## src/rtl/phase_rotator.sv

```systemverilog
module phase_rotator (
  input  logic       clk,
  input  logic       rst_n,
  input  logic       run,
  input  logic       period_end,
  input  logic       wr_en,
  input  logic [2:0] wr_mode,
  input  logic [3:0] pwm_in,
  output logic [3:0] pwm_out,
  output logic [1:0] phase_a,
  output logic       phase_b
);
  localparam logic [2:0] M_OFF  = 3'd0;
  localparam logic [2:0] M_TWO  = 3'd1;
  localparam logic [2:0] M_THR  = 3'd2;
  localparam logic [2:0] M_FOUR = 3'd3;
  localparam logic [2:0] M_PAIR = 3'd4;

  logic [2:0] mode_q;
  logic [2:0] eff;
  logic       run_q;
  logic [1:0] idx_a;
  logic       idx_b;
  logic [1:0] last_a;
  logic [3:0] mask;

  assign eff = (mode_q > M_PAIR) ? M_OFF : mode_q;

  always_comb begin
    case (eff)
      M_TWO, M_PAIR: last_a = 2'd1;
      M_THR:         last_a = 2'd2;
      M_FOUR:        last_a = 2'd3;
      default:       last_a = 2'd0;
    endcase
  end

  always_ff @(posedge clk) begin
    if (!rst_n) begin
      mode_q <= M_OFF;
      run_q  <= 1'b0;
      idx_a  <= '0;
      idx_b  <= 1'b0;
    end else begin
      run_q <= run;
      if (wr_en && !run) begin
        mode_q <= wr_mode;
        idx_a  <= '0;
        idx_b  <= 1'b0;
      end else if (run && !run_q) begin
        idx_a <= '0;
        idx_b <= 1'b0;
      end else if (run && period_end) begin
        idx_a <= (idx_a == last_a) ? 2'd0 : idx_a + 2'd1;
        if (eff == M_PAIR) idx_b <= ~idx_b;
      end
    end
  end

  always_comb begin
    case (eff)
      M_TWO:   mask = {2'b11, idx_a == 2'd1, idx_a == 2'd0};
      M_THR:   mask = {1'b1, idx_a == 2'd2, idx_a == 2'd1, idx_a == 2'd0};
      M_FOUR:  mask = 4'b0001 << idx_a;
      M_PAIR:  mask = {idx_b, ~idx_b, idx_a[0], ~idx_a[0]};
      default: mask = 4'b1111;
    endcase
  end

  assign pwm_out = pwm_in & mask;
  assign phase_a = idx_a;
  assign phase_b = idx_b;
endmodule

```

## config.mk

```make
export PLATFORM = sky130hd
export DESIGN_NAME = phase_rotator
export DESIGN_NICKNAME = d
export VERILOG_FILES = /design/src/rtl/phase_rotator.sv
export SDC_FILE = /design/constraint.sdc
export NUM_CORES = 1
export LEC_CHECK = 0
export ABC_CLOCK_PERIOD_IN_PS = 2580
export CORE_AREA = 2 2 39 41
export CTS_BUF_LIST = sky130_fd_sc_hd__clkbuf_16
export CTS_CLUSTER_DIAMETER = 60
export DETAILED_ROUTE_END_ITERATION = 8
export DIE_AREA = 0 0 41 43
export PLACE_DENSITY = 0.7
export SLEW_MARGIN = 40
export SYNTH_ARGS = -nofsm -noshare
export SYNTH_HDL_FRONTEND = slang
export SYNTH_SLANG_ARGS = --single-unit
```

## constraint.sdc

```tcl
create_clock -name clk -period 2.58 [get_ports clk]
set_input_delay 0.516 -clock clk [delete_from_list [all_inputs] [get_ports clk]]
set_output_delay 0.516 -clock clk [all_outputs]
set_load 0.01 [all_outputs]
```

==> qor.yml, run 1 <==
status: "finished, final reports clean"
synth_seq_area_share: 0.292
grt_max_degree: 11
place_area_um2: 668
netlist_area_um2: 480
critPathCaptureType: "output pin"
hold_violations: 0
synth.avg_cell_area_um2: 8.74
layout_common_cells: "clkdlybuf4s50_1, dfxtp_1, nand2_1, nor2b_1, ha_1"
layout.area.seq_um2: 140
drc: 0
post-place-ws_ps: 355
peakVddDrop_v: 0.000430
wl_per_cell_um: 11.9
p_leak_uw: 0.000297
initial_core_util: 0.347
n_antenna_cell: 0
drtIter0Drc: 0
internal_power_uw: 355
root_buffer: "clkbuf_16"
fp.dieW_um: 41
rows: 14
power_density_nw_per_um2: 597
setup.worst_path.class: "reg2out"
antenna_found_initial: 0
multi_input_area_um2: 317
hp-class: "reg2reg"
cts_made_buffers: 3
cts_buffer_depth: 2
grt_pass1_wl_um: 1800
area_growth_pct: 55.7
yosys.cell_types.count: 26
swShare: 0.206
pin_count: 19
nFillCells: 135
min_period_ps: 2470
drive_above_1_share: 0.120
fin_setup_tns_ps: 0
skew_ps: 0.851
p_sw_uw: 91.9
cts_hold_buf: 0
cts-htree-levels: 1
slew_viol_final: 0
rsz0062_at_grt: "no"
dpl.hpwl_um: 743
die_area_um2: 1760
yosysWarningCount: 0
finalCritPeriodShare: 0.956
cts.repair.resized: 0
required_ps: 2060
placedCellCount: 87
r2r_start: "phase_a[0]"
critPathLaunchType: "register"
cts_tree: "done"
setup_ws_ps: 113
layout.nets: 92
worstPathMaxFanout: 10
final_area_um2: 748
power_frac_seq: 0.265
clkLatencyLatePin_ps: 230
worst_slew_pin_slew_ps: 426
hp-start: "phase_b"
drv_cap: 0
finalPower_uw: 447
crit_arrival_ps: 1950
clock_sinks: 7
worst_slew_margin_rel: 0.715
grt.total_usage: 0.154
clk_pin_slew_ps: 40
overflow: 0
crit_path_start: "phase_a[0]"
fmax_mhz: 405
ant_nets: 0
drt-vias-per-instance: 4.93
fp.dieH_um: 43
syn_nets: 71
final_common_cell: "clkdlybuf4s50_1"
synth_cells: 55
first_global_vias: 432
ys_seq_elements: 7
layout.cells.non_filler: 91
vias: 449
setup_viol: 0
comb_power_share: 0.141
first_pass_iters: 1
port_buffers: 18
post-cts-setup-buffers: 0
gp_congestion: 0.679
coreArea_um2: 1380
wl_um: 1080
p_clk_frac: 0.594
[flip-flops by register name, summed over array words and instances, names as in the netlist]
register	flops
phase_a	2
phase_b	1
run_q	1
mode_q	3
[through the flow]
step / utilization / hold slack, ps
2_1_floorplan: - / 525
3_3_place_gp: 0.483 / 509
3_5_place_dp: 0.483 / 519
4_1_cts: 0.541 / 525
5_1_grt: 0.541 / 576
6_report: 0.541 / 531
[worst max-delay path: stages (launching register included)]
cell and delay, ps:
dfxtp_1 530, inv_1 120, ha_1 220, o311a_2 370
clkdlybuf4s50_1 480
[area by class of cell]
cell class,count,area share
clock inverter,1,0.00669
timing repair buffer,18,0.241
multi-input combinational,43,0.423
tap,16,0.0268
inverter,3,0.0151
clock buffer,3,0.100
sequential,7,0.187
[kinds of logic after synthesis]
| logic type | after synthesis | synth area share |
|---|---|---|
| simple gates | 25 | 0.318 |
| compound gates | 8 | 0.120 |
| flops | 7 | 0.292 |
| buf+inv | 5 | 0.0495 |
| fa+ha+maj | 4 | 0.104 |
| xor+xnor | 3 | 0.0547 |
| mux | 3 | 0.0625 |
[cell usage after synthesis]
cell type,n,share of area
nor2_4,1,0.023
or3_1,3,0.039
o211a_1,1,0.021
nand3_1,3,0.031
buf_4,1,0.016
and2_1,1,0.013
o21ai_0,2,0.021
and3_1,1,0.013
a31o_2,1,0.018
nor3_1,2,0.021
mux2i_1,3,0.063
inv_1,3,0.023
o311a_2,1,0.023
nand3b_4,1,0.042
xnor2_1,1,0.018
nor2_1,3,0.023
nand2_2,1,0.013
dfxtp_1,7,0.29
xor2_1,2,0.036
o22ai_1,2,0.026
or2b_1,1,0.016
nand2_1,4,0.031
buf_2,1,0.010
a21oi_1,1,0.010
nor2b_1,4,0.052
ha_1,4,0.10
[power by group through the flow]
| stage | combinational [uW] | clock, uW | sequential, uW |
|---|---|---|---|
| floorplan | 33.7 | 0 | 117 |
| global placement | 61.3 | 0 | 120 |
| detailed placement | 62.1 | 0 | 120 |
| CTS | 63.5 | 272 | 119 |
| global route | 69.3 | 281 | 119 |
| finish | 62.9 | 266 | 119 |
[routing by layer]
layer	track usage	wire, um	part of all wire
met1	0.179	477	0.44
met2	0.241	542	0.50
met3	0.0471	63	0.058
met4	0.0800	0	0
met5	0	0	0
[worst paths after layout]
kind | end | slack (ps) | cells past startpoint
worst max-delay path | pwm_out[0] | 110 | 4
worst max register to register | phase_a[1] | 1080 | 5
worst min-delay path | phase_b | 530 | 2
worst min register to register | phase_b | 530 | 2
(Power assumes the default switching activity.)
==> inputs of run 2 (changes only) <==
- PLACE_DENSITY: 0.7 -> 0.66
==> run 2 against run 1 <==
- sequential power barely moved
- routed wire length fell by 13%
- setup slack improved by 65 ps
- final cell count did not move
- non-clock buffer count did not move
- register-to-register slack barely moved
- count of clock-buffer cells in the layout did not move
- final area fell by 0.17%
- combinational power fell by 3%
- first-iteration DRC count rose by 1
- critical endpoint unchanged
- largest power group unchanged
==> qor.yml, run 2 (synthesis results as in run 1) <==
status: "finished, final reports clean"
cts-htree-levels: 1  # unchanged
drc: 0  # unchanged
vias: 440  # -2.0%
critPathCaptureType: "output pin"
die_area_um2: 1760  # unchanged
rows: 14  # unchanged
path_cells: "inv_1 -> ha_1 -> o311a_2 -> clkdlybuf4s50_1"
p_leak_uw: 0.000299  # +0.48%
met2WireLength_um: 367  # -32%
worst-path-buf-inv: 2  # unchanged
swShare: 0.193  # -0.0125
n_antenna_cell: 0  # unchanged
hold_violations: 0  # unchanged
clkLatencyLatePin_ps: 230  # about the same
wl_per_cell_um: 10.3  # -13%
largest_register_ff_count: 3  # unchanged
setup.worst_path.class: "reg2out"
clk_pin_slew_ps: 30  # about the same
drtIter0Drc: 1  # +1
slew_viol_final: 0  # unchanged
regMostFlops: "mode_q"
finalCritPeriodShare: 0.931  # -0.0252
first_global_vias: 373  # -14%
post-cts-setup-buffers: 0  # unchanged
hp-class: "reg2reg"
final_common_cell: "clkdlybuf4s50_1"
fp.dieW_um: 41  # unchanged
max_stage_delay_ps: 500  # -30 ps
grt_max_degree: 11  # unchanged
wl_um: 937  # -13%
drt-vias-per-instance: 4.84  # -2.0%
drv_cap: 0  # unchanged
power_frac_seq: 0.270  # +0.005
cts.repair.resized: 0  # unchanged
required_ps: 2060  # about the same
wl_met1_um: 452  # -5.2%
reg2reg_slack_ps: 1090  # about the same
worst_slew_pin_slew_ps: 400  # -25.8 ps
skew_ps: 1.33  # +0.478 ps
internal_power_uw: 353  # -0.62%
worst_slew_margin_rel: 0.732  # +0.0172
layout_common_cells: "clkdlybuf4s50_1, dfxtp_1"
dpl.hpwl_um: 739  # -0.52%
fp.dieH_um: 43  # unchanged
critPathLaunchType: "register"
ant_nets: 0  # unchanged
clock_sinks: 7  # unchanged
cts_made_buffers: 3  # unchanged
layout.nets: 92  # unchanged
power_density_nw_per_um2: 586  # -2.0%
first_pass_iters: 3  # +2
p_sw_uw: 84.5  # -8.1%
root_buffer: "clkbuf_16"
gp_congestion: 0.678  # -0.26%
cp_slowest_cell: "dfxtp_1"
rsz0062_at_grt: "no"
cts_buffer_depth: 2  # unchanged
hold_end: "phase_b"
topRoutingLayerUsed: "met4"
cts_tree: "done"
holdWs_ps: 530  # -1.11 ps
min_period_ps: 2400  # -65.1 ps
met3WireLength_um: 73  # +16%
worstPathMaxFanout: 10  # unchanged
overflow: 0  # unchanged
r2r-end: "phase_a[1]"
setup_viol: 0  # unchanged
p_clk_frac: 0.590  # -0.004
finalPower_uw: 437  # -2.2%
crit_arrival_ps: 1890  # -60 ps
holdPathStages: 2  # unchanged
r2r_start: "phase_a[0]"
antenna_found_initial: 0  # unchanged
drive_above_1_share: 0.107  # -0.0133
port_buffers: 18  # unchanged
initial_core_util: 0.347  # unchanged
grt_pass1_wl_um: 1520  # -15%
fmax_mhz: 416  # +2.7%
fin_setup_tns_ps: 0  # unchanged
pin_count: 19  # unchanged
peakVddDrop_v: 0.000479  # +11%
coreArea_um2: 1380  # unchanged
nFillCells: 147  # +8.9%
grt.total_usage: 0.136  # -0.0180
hp-start: "phase_b"
comb_power_share: 0.140  # about the same
path_delay_family: "buffers and inverters"
cts_hold_buf: 0  # unchanged
reg2reg_depth: 5  # unchanged
area_growth_pct: 55.5
crit_path_start: "phase_a[0]"
run 2: cell types whose count changed in the layout (fill, tap and decap cells not counted), sizes merged:
cell    delta
clkinv     -1
inv        +1
run 2: power by group through the flow:
stage          sequential [uW]  combinational (uW)  clock [uW]
2_1_floorplan              117                33.7           0
3_3_place_gp               120                61.6           0
3_5_place_dp               120                62.0           0
4_1_cts                    118                62.3         261
5_1_grt                    119                67.7         270
6_report                   118                61.2         258
run 2: how the worst max path moves through the flow:
stage                 end  depth (start not counted)
2_1_floorplan  pwm_out[0]                          4
6_report       pwm_out[0]                          4
5_1_grt        pwm_out[0]                          4
3_3_place_gp   pwm_out[0]                          4
4_1_cts        pwm_out[0]                          4
3_5_place_dp   pwm_out[1]                          4
run 2: layout make-up:
class / count / area, um^2 / area share
sequential: 7 / 140 / 0.188
multi-input combinational: 43 / 317 / 0.424
clock inverter: 1 / 3.75 / 0.00503
inverter: 3 / 11.3 / 0.0151
timing repair buffer: 18 / 180 / 0.241
clock buffer: 3 / 75.1 / 0.101
tap: 16 / 20.0 / 0.0268
run 2: routing by layer:
| layer | vias to the layer above | GRT usage |
|---|---|---|
| met1 | 187 | 0.169 |
| met4 | 0 | 0.140 |
| met3 | 5 | 0.0314 |
| met2 | 17 | 0.175 |
| met5 | - | 0 |
| li1 | 231 | - |
run 2: worst min-delay path, stage by stage (launching register included):
cell and delay [ps]:
dfxtp_1 330, o21ai_0 90, a21oi_1 60
run 2: per-stage QoR:
stage | cells | instance area (um^2) | utilization | setup slack, ps
after floorplan | 55 | 480 | - | 845
after global placement | 87 | 668 | 0.483 | 401
after detailed placement | 87 | 668 | 0.483 | 387
after CTS | 91 | 747 | 0.540 | 149
after global routing | 91 | 747 | 0.540 | 67.2
final | 91 | 747 | 0.540 | 178
==> inputs of run 3 (changes only) <==
- CTS_CLUSTER_DIAMETER: 60 -> 40
- PLACE_DENSITY: 0.66 -> 0.78
==> run 3 against run 2 <==
- worst hold slack worse by 2.1 ps
- setup slack got worse by 34 ps
- via count is 2.7% higher
- die area is the same
- global-route usage up 0.68 points
- final cell count unchanged
- critical path type unchanged
- largest cell class unchanged
- highest routed layer unchanged
==> qor.yml, run 3 (synthesis results as in run 1) <==
status: "finished, final reports clean"
hold_violations: 0  # unchanged
wl_um: 1010  # +7.3%
cts_made_buffers: 3  # unchanged
post-cts-setup-buffers: 0  # unchanged
holdPathStages: 2  # unchanged
worst_slew_margin_rel: 0.738  # +0.00507
peakVddDrop_v: 0.000326  # -32%
min_period_ps: 2440  # +33.8 ps
fp.dieH_um: 43  # unchanged
critPathLaunchType: "register"
fmax_mhz: 411  # -1.4%
r2r-end: "phase_a[1]"
reg2reg_depth: 5  # unchanged
rows: 14  # unchanged
antenna_found_initial: 0  # unchanged
worstPathMaxFanout: 10  # unchanged
critPathCaptureType: "output pin"
vias: 452  # +2.7%
drtIter0Drc: 1  # unchanged
clk_pin_slew_ps: 30  # about the same
clkLatencyLatePin_ps: 230  # about the same
largest_register_ff_count: 3  # unchanged
overflow: 0  # unchanged
hp-class: "reg2reg"
finalPower_uw: 439  # +0.35%
skew_ps: 1.00  # -0.324 ps
layout_common_cells: "clkdlybuf4s50_1, dfxtp_1"
die_area_um2: 1760  # unchanged
first_global_vias: 392  # +5.1%
coreArea_um2: 1380  # unchanged
first_pass_iters: 2  # -1
pin_count: 19  # unchanged
initial_core_util: 0.347  # unchanged
p_leak_uw: 0.000299  # unchanged
layout.nets: 92  # unchanged
final_common_cell: "clkdlybuf4s50_1"
drt-vias-per-instance: 4.97  # +2.7%
cts_hold_buf: 0  # unchanged
nFillCells: 129  # -12%
required_ps: 2060  # about the same
gp_congestion: 0.700  # +3.3%
setup_viol: 0  # unchanged
regMostFlops: "mode_q"
utilization: 0.540  # unchanged
grt_pass1_wl_um: 1630  # +6.8%
hold_end: "phase_b"
area_growth_pct: 55.5  # unchanged
drc: 0  # unchanged
drv_cap: 0  # unchanged
fin_setup_tns_ps: 0  # unchanged
r2r_start: "phase_a[0]"
reg2reg_slack_ps: 1060  # -30 ps
crit_arrival_ps: 1920  # +30 ps
grt_max_degree: 11  # unchanged
setup.worst_path.class: "reg2out"
clock_sinks: 7  # unchanged
grt.total_usage: 0.143  # +0.00677
slew_viol_final: 0  # unchanged
ant_nets: 0  # unchanged
fp.dieW_um: 41  # unchanged
power_density_nw_per_um2: 588  # +0.35%
hp-start: "phase_b"
port_buffers: 18  # unchanged
cts_buffer_depth: 2  # unchanged
wl_per_cell_um: 11.0  # +7.3%
finalCritPeriodShare: 0.944  # +0.0131
worst_slew_pin_slew_ps: 393  # -7.59 ps
root_buffer: "clkbuf_16"
cts.repair.resized: 0  # unchanged
dpl.hpwl_um: 717  # -3.0%
n_antenna_cell: 0  # unchanged
cts_tree: "done"
rsz0062_at_grt: "no"
drive_above_1_share: 0.107  # unchanged
cts-htree-levels: 1  # unchanged
[run 3: cell counts in the layout (fill, tap and decap cells not counted)]
Identical to the previous run, type by type.
[run 3: power breakdown]
group | internal, uW | total, uW | leakage, uW | switching, uW
sequential | 112 | 118 | 0.0000571 | 6.02
combinational | 39.2 | 61.6 | 0.000199 | 22.4
clock | 201 | 259 | 0.0000423 | 57.4
[run 3: area by class of cell]
cell class,count,area [um^2],share of cell area
tap,16,20.0,0.0268
clock buffer,3,75.1,0.101
clock inverter,1,3.75,0.00503
timing repair buffer,18,180,0.241
inverter,3,11.3,0.0151
multi-input combinational,43,317,0.424
sequential,7,140,0.188
[run 3: per-stage QoR]
step                area [um^2]  worst slack, ps  std cells  hold WS, ps
floorplan                   480              845         55          525
global placement            668              394         87          511
detailed placement          668              384         87          528
CTS                         747              130         91          535
global route                747             84.2         91          579
finish                      747              144         91          527
[run 3: per-layer routing]
metal / up-vias / track usage / share of wire
met5: - / 0 / 0
met4: 0 / 0.140 / 0.041
met3: 5 / 0.0314 / 0.074
met2: 16 / 0.194 / 0.44
met1: 200 / 0.172 / 0.44
li1: 231 / - / -
[run 3: worst max-delay path: stages, from the launching register on]
cell,delay [ps]
dfxtp_1,520
inv_1,110
ha_1,210
o311a_2,360
clkdlybuf4s50_1,480
[run 3: worst max-delay path by stage]
stage,startpoint,to,slack [ps],cells after the start
after floorplan,phase_a[0],pwm_out[0],840,4
after global placement,pwm_in[0],pwm_out[0],390,3
after detailed placement,phase_a[0],pwm_out[0],380,4
after CTS,phase_a[0],pwm_out[0],130,4
after global routing,phase_a[0],pwm_out[0],80,4
final,phase_a[0],pwm_out[0],140,4
